[config.mk]
export PLATFORM = sky130hd
export DESIGN_NAME = region_freeze_bridge
export DESIGN_NICKNAME = d
export VERILOG_FILES = /design/src/rtl/rfb_pkg.sv /design/src/rtl/rfb_ctrl.sv /design/src/rtl/rfb_tracker.sv /design/src/rtl/rfb_clamp.sv /design/src/rtl/region_freeze_bridge.sv
export SDC_FILE = /design/constraint.sdc
export NUM_CORES = 1
export LEC_CHECK = 0
export ABC_AREA = 1
export BUFFER_PORTS_ARGS = -buffer_cell sky130_fd_sc_hd__buf_2
export CORE_ASPECT_RATIO = 0.75
export CORE_MARGIN = 1
export CORE_UTILIZATION = 25
export CTS_BUF_LIST = sky130_fd_sc_hd__clkbuf_2
export CTS_CLUSTER_DIAMETER = 200
export CTS_CLUSTER_SIZE = 8
export DETAILED_ROUTE_END_ITERATION = 7
export PLACE_DENSITY = 0.7
export SYNTH_ARGS = -nofsm -noshare
export SYNTH_HDL_FRONTEND = slang
export SYNTH_HIERARCHICAL = 1
export SYNTH_SLANG_ARGS = --single-unit
[constraint.sdc]
create_clock -name clk -period 4.1 [get_ports clk]
set_input_delay 0.41 -clock clk [delete_from_list [all_inputs] [get_ports clk]]
set_output_delay 0.41 -clock clk [all_outputs]
set_load 0.01 [all_outputs]
[src/rtl/rfb_pkg.sv]
package rfb_pkg;

    // control word bit positions
    localparam int CMD_FREEZE_BIT   = 0;
    localparam int CMD_UNFREEZE_BIT = 1;
    localparam int CTL_W            = 2;

    // status word bit positions
    localparam int ST_FROZEN_BIT    = 0;
    localparam int ST_RUNNING_BIT   = 1;

    typedef enum logic [1:0] {
        GATE_RUN    = 2'd0,
        GATE_DRAIN  = 2'd1,
        GATE_FROZEN = 2'd2,
        GATE_THAW   = 2'd3
    } gate_state_e;

    typedef struct packed {
        logic freeze;
        logic unfreeze;
    } ctl_cmd_t;

    function automatic ctl_cmd_t decode_cmd(input logic wr, input logic [CTL_W-1:0] d);
        ctl_cmd_t c;
        c.freeze   = wr & d[CMD_FREEZE_BIT];
        c.unfreeze = wr & d[CMD_UNFREEZE_BIT];
        return c;
    endfunction

    // new requests may be taken
    function automatic logic takes_requests(input gate_state_e s);
        return (s == GATE_RUN) || (s == GATE_THAW);
    endfunction

    // responses may cross
    function automatic logic passes_responses(input gate_state_e s);
        return (s != GATE_FROZEN);
    endfunction

endpackage

[src/rtl/rfb_ctrl.sv]
module rfb_ctrl
    import rfb_pkg::*;
(
    input  logic              clk,
    input  logic              rst,
    input  logic              cmd_wr,
    input  logic [CTL_W-1:0]  cmd_data,
    input  logic              idle,
    output gate_state_e       state_q,
    output logic [1:0]        status
);

    ctl_cmd_t    cmd;
    gate_state_e state_d;

    always_comb begin
        cmd     = decode_cmd(cmd_wr, cmd_data);
        state_d = state_q;
        unique case (state_q)
            GATE_RUN:    if (cmd.freeze)   state_d = GATE_DRAIN;
            GATE_DRAIN:  if (idle)         state_d = GATE_FROZEN;
            GATE_FROZEN: if (cmd.unfreeze) state_d = GATE_THAW;
            GATE_THAW:                     state_d = GATE_RUN;
            default:                       state_d = GATE_FROZEN;
        endcase
    end

    always_ff @(posedge clk) begin
        if (rst) state_q <= GATE_FROZEN;
        else     state_q <= state_d;
    end

    always_comb begin
        status                 = '0;
        status[ST_FROZEN_BIT]  = (state_q == GATE_FROZEN);
        status[ST_RUNNING_BIT] = (state_q == GATE_RUN);
    end


    status_excl_chk: assert property (@(posedge clk) disable iff (rst)
        !(status[ST_FROZEN_BIT] && status[ST_RUNNING_BIT]));


    no_early_freeze_chk: assert property (@(posedge clk) disable iff (rst)
        (state_q == GATE_DRAIN && !idle) |=> (state_q != GATE_FROZEN));


    thaw_one_cycle_chk: assert property (@(posedge clk) disable iff (rst)
        (state_q == GATE_THAW) |=> (state_q == GATE_RUN));


    frozen_hold_chk: assert property (@(posedge clk) disable iff (rst)
        (state_q == GATE_FROZEN && !(cmd_wr && cmd_data[CMD_UNFREEZE_BIT]))
        |=> (state_q == GATE_FROZEN));


    run_hold_chk: assert property (@(posedge clk) disable iff (rst)
        (state_q == GATE_RUN && !(cmd_wr && cmd_data[CMD_FREEZE_BIT]))
        |=> (state_q == GATE_RUN));

endmodule

[src/rtl/rfb_tracker.sv]
module rfb_tracker #(
    parameter int MAX_OUTST = 4
) (
    input  logic clk,
    input  logic rst,
    input  logic accept,
    input  logic retire,
    output logic idle,
    output logic full
);

    localparam int CNT_W = $clog2(MAX_OUTST + 1);
    localparam logic [CNT_W-1:0] CNT_MAX = CNT_W'(MAX_OUTST);

    logic [CNT_W-1:0] count_q;

    always_ff @(posedge clk) begin
        if (rst) begin
            count_q <= '0;
        end else begin
            case ({accept, retire})
                2'b10:   count_q <= count_q + 1'b1;
                2'b01:   count_q <= count_q - 1'b1;
                default: count_q <= count_q;
            endcase
        end
    end

    assign idle = (count_q == '0);
    assign full = (count_q == CNT_MAX);


    no_overflow_chk: assert property (@(posedge clk) disable iff (rst)
        full |-> !accept);


    no_underflow_chk: assert property (@(posedge clk) disable iff (rst)
        idle |-> !retire);

endmodule

[src/rtl/rfb_clamp.sv]
module rfb_clamp #(
    parameter int W = 1
) (
    input  logic         pass,
    input  logic [W-1:0] din,
    output logic [W-1:0] dout
);

    assign dout = pass ? din : '0;

endmodule

[src/rtl/region_freeze_bridge.sv]
module region_freeze_bridge
    import rfb_pkg::*;
#(
    parameter int ADDR_W    = 16,
    parameter int DATA_W    = 32,
    parameter int MAX_OUTST = 4
) (
    input  logic              clk,
    input  logic              rst,
    input  logic              ctl_wr_en,
    input  logic [1:0]        ctl_wr_data,
    output logic [1:0]        ctl_status,
    input  logic              s_req_valid,
    output logic              s_req_ready,
    input  logic              s_req_write,
    input  logic [ADDR_W-1:0] s_req_addr,
    input  logic [DATA_W-1:0] s_req_wdata,
    output logic              s_rsp_valid,
    input  logic              s_rsp_ready,
    output logic [DATA_W-1:0] s_rsp_rdata,
    output logic              r_req_valid,
    input  logic              r_req_ready,
    output logic              r_req_write,
    output logic [ADDR_W-1:0] r_req_addr,
    output logic [DATA_W-1:0] r_req_wdata,
    input  logic              r_rsp_valid,
    output logic              r_rsp_ready,
    input  logic [DATA_W-1:0] r_rsp_rdata
);

    localparam int REQ_FW = 2 + ADDR_W + DATA_W;
    localparam int RSP_FW = 1 + DATA_W;

    gate_state_e state;
    logic        idle, full;
    logic        req_pass, rsp_pass;
    logic        accept, retire;

    rfb_ctrl u_ctrl (
        .clk      (clk),
        .rst      (rst),
        .cmd_wr   (ctl_wr_en),
        .cmd_data (ctl_wr_data),
        .idle     (idle),
        .state_q  (state),
        .status   (ctl_status)
    );

    rfb_tracker #(.MAX_OUTST(MAX_OUTST)) u_track (
        .clk    (clk),
        .rst    (rst),
        .accept (accept),
        .retire (retire),
        .idle   (idle),
        .full   (full)
    );

    assign req_pass = takes_requests(state) && !full;
    assign rsp_pass = passes_responses(state) && !idle;

    // request path toward region
    logic [REQ_FW-1:0] req_fwd_in, req_fwd_out;
    assign req_fwd_in = {s_req_valid, s_req_write, s_req_addr, s_req_wdata};

    rfb_clamp #(.W(REQ_FW)) u_req_fwd (
        .pass (req_pass),
        .din  (req_fwd_in),
        .dout (req_fwd_out)
    );
    assign {r_req_valid, r_req_write, r_req_addr, r_req_wdata} = req_fwd_out;

    rfb_clamp #(.W(1)) u_req_bwd (
        .pass (req_pass),
        .din  (r_req_ready),
        .dout (s_req_ready)
    );

    // response path toward static side
    logic [RSP_FW-1:0] rsp_fwd_in, rsp_fwd_out;
    assign rsp_fwd_in = {r_rsp_valid, r_rsp_rdata};

    rfb_clamp #(.W(RSP_FW)) u_rsp_fwd (
        .pass (rsp_pass),
        .din  (rsp_fwd_in),
        .dout (rsp_fwd_out)
    );
    assign {s_rsp_valid, s_rsp_rdata} = rsp_fwd_out;

    rfb_clamp #(.W(1)) u_rsp_bwd (
        .pass (rsp_pass),
        .din  (s_rsp_ready),
        .dout (r_rsp_ready)
    );

    assign accept = s_req_valid && s_req_ready;
    assign retire = s_rsp_valid && s_rsp_ready;


    frozen_handshake_chk: assert property (@(posedge clk) disable iff (rst)
        ctl_status[ST_FROZEN_BIT] |->
        !(s_req_ready || s_rsp_valid || r_req_valid || r_rsp_ready));


    frozen_payload_chk: assert property (@(posedge clk) disable iff (rst)
        ctl_status[ST_FROZEN_BIT] |->
        (r_req_write == 1'b0 && r_req_addr == '0 && r_req_wdata == '0 && s_rsp_rdata == '0));


    drain_block_chk: assert property (@(posedge clk) disable iff (rst)
        (state == GATE_DRAIN) |-> (!s_req_ready && !r_req_valid));


    run_pass_chk: assert property (@(posedge clk) disable iff (rst)
        (ctl_status[ST_RUNNING_BIT] && !full) |->
        (r_req_valid == s_req_valid && r_req_addr == s_req_addr && s_req_ready == r_req_ready));

endmodule

==> results.md <==
- Worst skew pair latency: 0.21 ns
- DRT Pass-1 Iters: 4
- Layout overhead on the synthesized area: 73.5%
- CTS tree: done
- DRT Wirelength: 3930 um
- Setup violations, final: 0
- Die Ht: 61.5 um
- Final GP Congestion: 0.782
- Proportion of layout cells with a drive suffix above 1: 47.9%
- Layout Nets: 510
- Antenna Cells: 0
- Post-route DRC: 0
- Vias in the first global route: 1294
- Filler instances: 481
- CTS Buf Count: 3
- Fin. Hold Viols: 0
- Syn Nets: 337
- Synth Instances: 241
- Worst slew pin tran: 0.447 ns
- Fmax: 408 MHz
- Most frequent cell after synthesis: inv_1
- Critical path fanouts, max: 51
- Top cell type's share of synthesized area: 32.4%
- Status: completed
- Routed vias: 1759
- Setup Slack @ Placement: 1.67 ns
- CORE AREA: 4490 um^2
- Sequential fraction of the synthesis area: 8.47%
- #FFs+latches synth: 5
- Antenna-violating nets left: 0
- First DRT Iteration DRCs: 30
- Ys flop type: dfxtp_1
- Setup crit start kind: flop
- Max_cap viols: 0
- Worst hold slack: 0.437 ns
- Die area: 5010 um^2
- CTS sink count: 5
- Post-DR wirelength/cell: 8.36 um
- CP peak stage delay: 0.40 ns
- Synth Warn #: 6
- Syn avg cell area: 4.90 um^2
- Post-CTS setup buffers: 0
- Hold Crit Class: in -> reg
- Crit share post-route: 59.7%
- Min cycle time layout: 2.45 ns
- Clock Path Buffers: 2
- Worst-path clk slew: 0.06 ns
- Slew headroom: 70.2%
- Most used cell, CP: inv_1
- Top post-synthesis cells by count: inv_1, nand2_1, nand2_2
- Worst Path Class, Setup: reg -> reg
- P_leak: 0.00196 uW
- Initial Util: 26.3%
- Setup Skew: 0.00296 ns
- Rows: 21
- First-pass GRT wire length: 5110 um
- Port bufs: 176
- Synthesized area: 1180 um^2
- Total power: 1130 uW
- H-Tree Depth: 1
- RSZ-0062 raised after global routing: no
- GRT Overall Usage: 12.8%
- Async S/R FF share, synth: 0%
- Via density: 3.74
- Cell Pwr Density: 552 nW/um^2
- Slew Limit Fails: 0
- Cts repair resizes: 0
- Post-synth cell types: 19
- Final worst slack: 1.65 ns
- CP arrival: 2.56 ns
- Finished Core Util: 45.6%
- Yosys top cell by area: inv_1
- Grt total ovfl: 0
- Hold-fix buffers at CTS: 0
- Detailed placement HPWL: 3370 um
- CP max-delay cell: fa_1
- Critical Path, Cell by Cell: inv_1, ha_1, inv_1, nor2_2, buf_4, nand2_1, inv_1, nand2_1, inv_1, inv_1, ha_1, inv_2, fa_1, inv_1, nand2_1, nand3_1, nand2_1, inv_1, nor2_1
- Antenna violations before repair: 0
- Die width: 81.4 um
- Ports: 177
- Clock root cell: clkbuf_2
- Largest net degree at the start of global routing: 52
- Worst Setup End Kind: flop
- EDFF count, synth: 0
- Critical Path RT: 4.21 ns
- VDD IR-drop max: 0.235 mV
- Final setup TNS: 0 ns
- Main area contributors after synthesis: inv_1, nand2_1, dfxtp_1
## worst max-delay path: cells and delay by family (launching register included)
kind,cells,cell delay (ns)
buffers and inverters,9,0.70
flip-flops,1,0.35
adder cells (fa/ha/maj),3,0.86
AND/OR/NAND/NOR,7,0.42
## layout make-up
| class | count | area [um^2] | area share [%] |
|---|---|---|---|
| well taps | 57 | 71.3 | 3.48 |
| inverters | 105 | 394 | 19.2 |
| clock buffers | 4 | 20.0 | 0.977 |
| flip-flops and latches | 5 | 100 | 4.88 |
| multi-input cells | 121 | 568 | 27.7 |
| repair buffers | 178 | 896 | 43.7 |
## power breakdown
group	internal, uW	switching (uW)	leakage [uW]	total (uW)
Combinational	383	624	0.00190	1010
Sequential	64.0	15.0	0.0000410	79.0
Clock	25.8	19.3	0.0000166	45.2
Total	473	658	0.00196	1130
## registers in the layout, summed over array words and instances (netlist names)
| register | cells |
|---|---|
| u_track/count_q | 3 |
| u_ctrl/state_q | 2 |
## through the flow
stage	instances	instance area (um^2)
3_3_place_gp	466	2030
2_1_floorplan	241	1180
5_1_grt	470	2050
4_1_cts	470	2050
6_report	470	2050
3_5_place_dp	466	2030
## cells by family after synthesis
kind of cell	synth area share [%]
DFF	8.47
AOI/OAI and AO/OA	1.69
buffers and inverters	43.6
adders and majority gates	6.99
and+or+nand+nor	39.2
## cell usage in the layout (no fill, tap or decap)
| master | synthesis | final |
|---|---|---|
| ha_1 | 5 | 5 |
| fa_1 | 1 | 1 |
| clkbuf_2 | 0 | 4 |
| dfxtp_1 | 5 | 5 |
| nor2_1 | 2 | 1 |
| buf_4 | 2 | 2 |
| nand2_2 | 9 | 9 |
| nand2_1 | 90 | 90 |
| nor2_2 | 2 | 3 |
| nand3_1 | 2 | 2 |
| a21oi_1 | 2 | 2 |
| buf_2 | 0 | 176 |
| inv_1 | 102 | 102 |
| inv_2 | 3 | 3 |
| o21ai_1 | 2 | 2 |
| nand4_1 | 3 | 3 |
| nor3_1 | 2 | 2 |
| nand3_2 | 1 | 1 |
## per-layer routing
layer | GRT usage, % | part of all wire, % | vias to the layer above
met5 | 0 | 0 | -
met4 | 3.06 | 0 | 0
met3 | 1.63 | 8.4 | 0
met2 | 24.5 | 50 | 82
li1 | - | - | 973
met1 | 15.3 | 41 | 704
## final timing paths
check        slack (ns)              start  cells after the start                  to
max reg2reg        1.65  u_ctrl/state_q[0]                     19  u_track/count_q[2]
max                1.65  u_ctrl/state_q[0]                     19  u_track/count_q[2]
min                0.44                rst                      3   u_ctrl/state_q[1]
min reg2reg        0.52  u_ctrl/state_q[1]                      2   u_ctrl/state_q[1]
(Power assumes the default switching activity.)
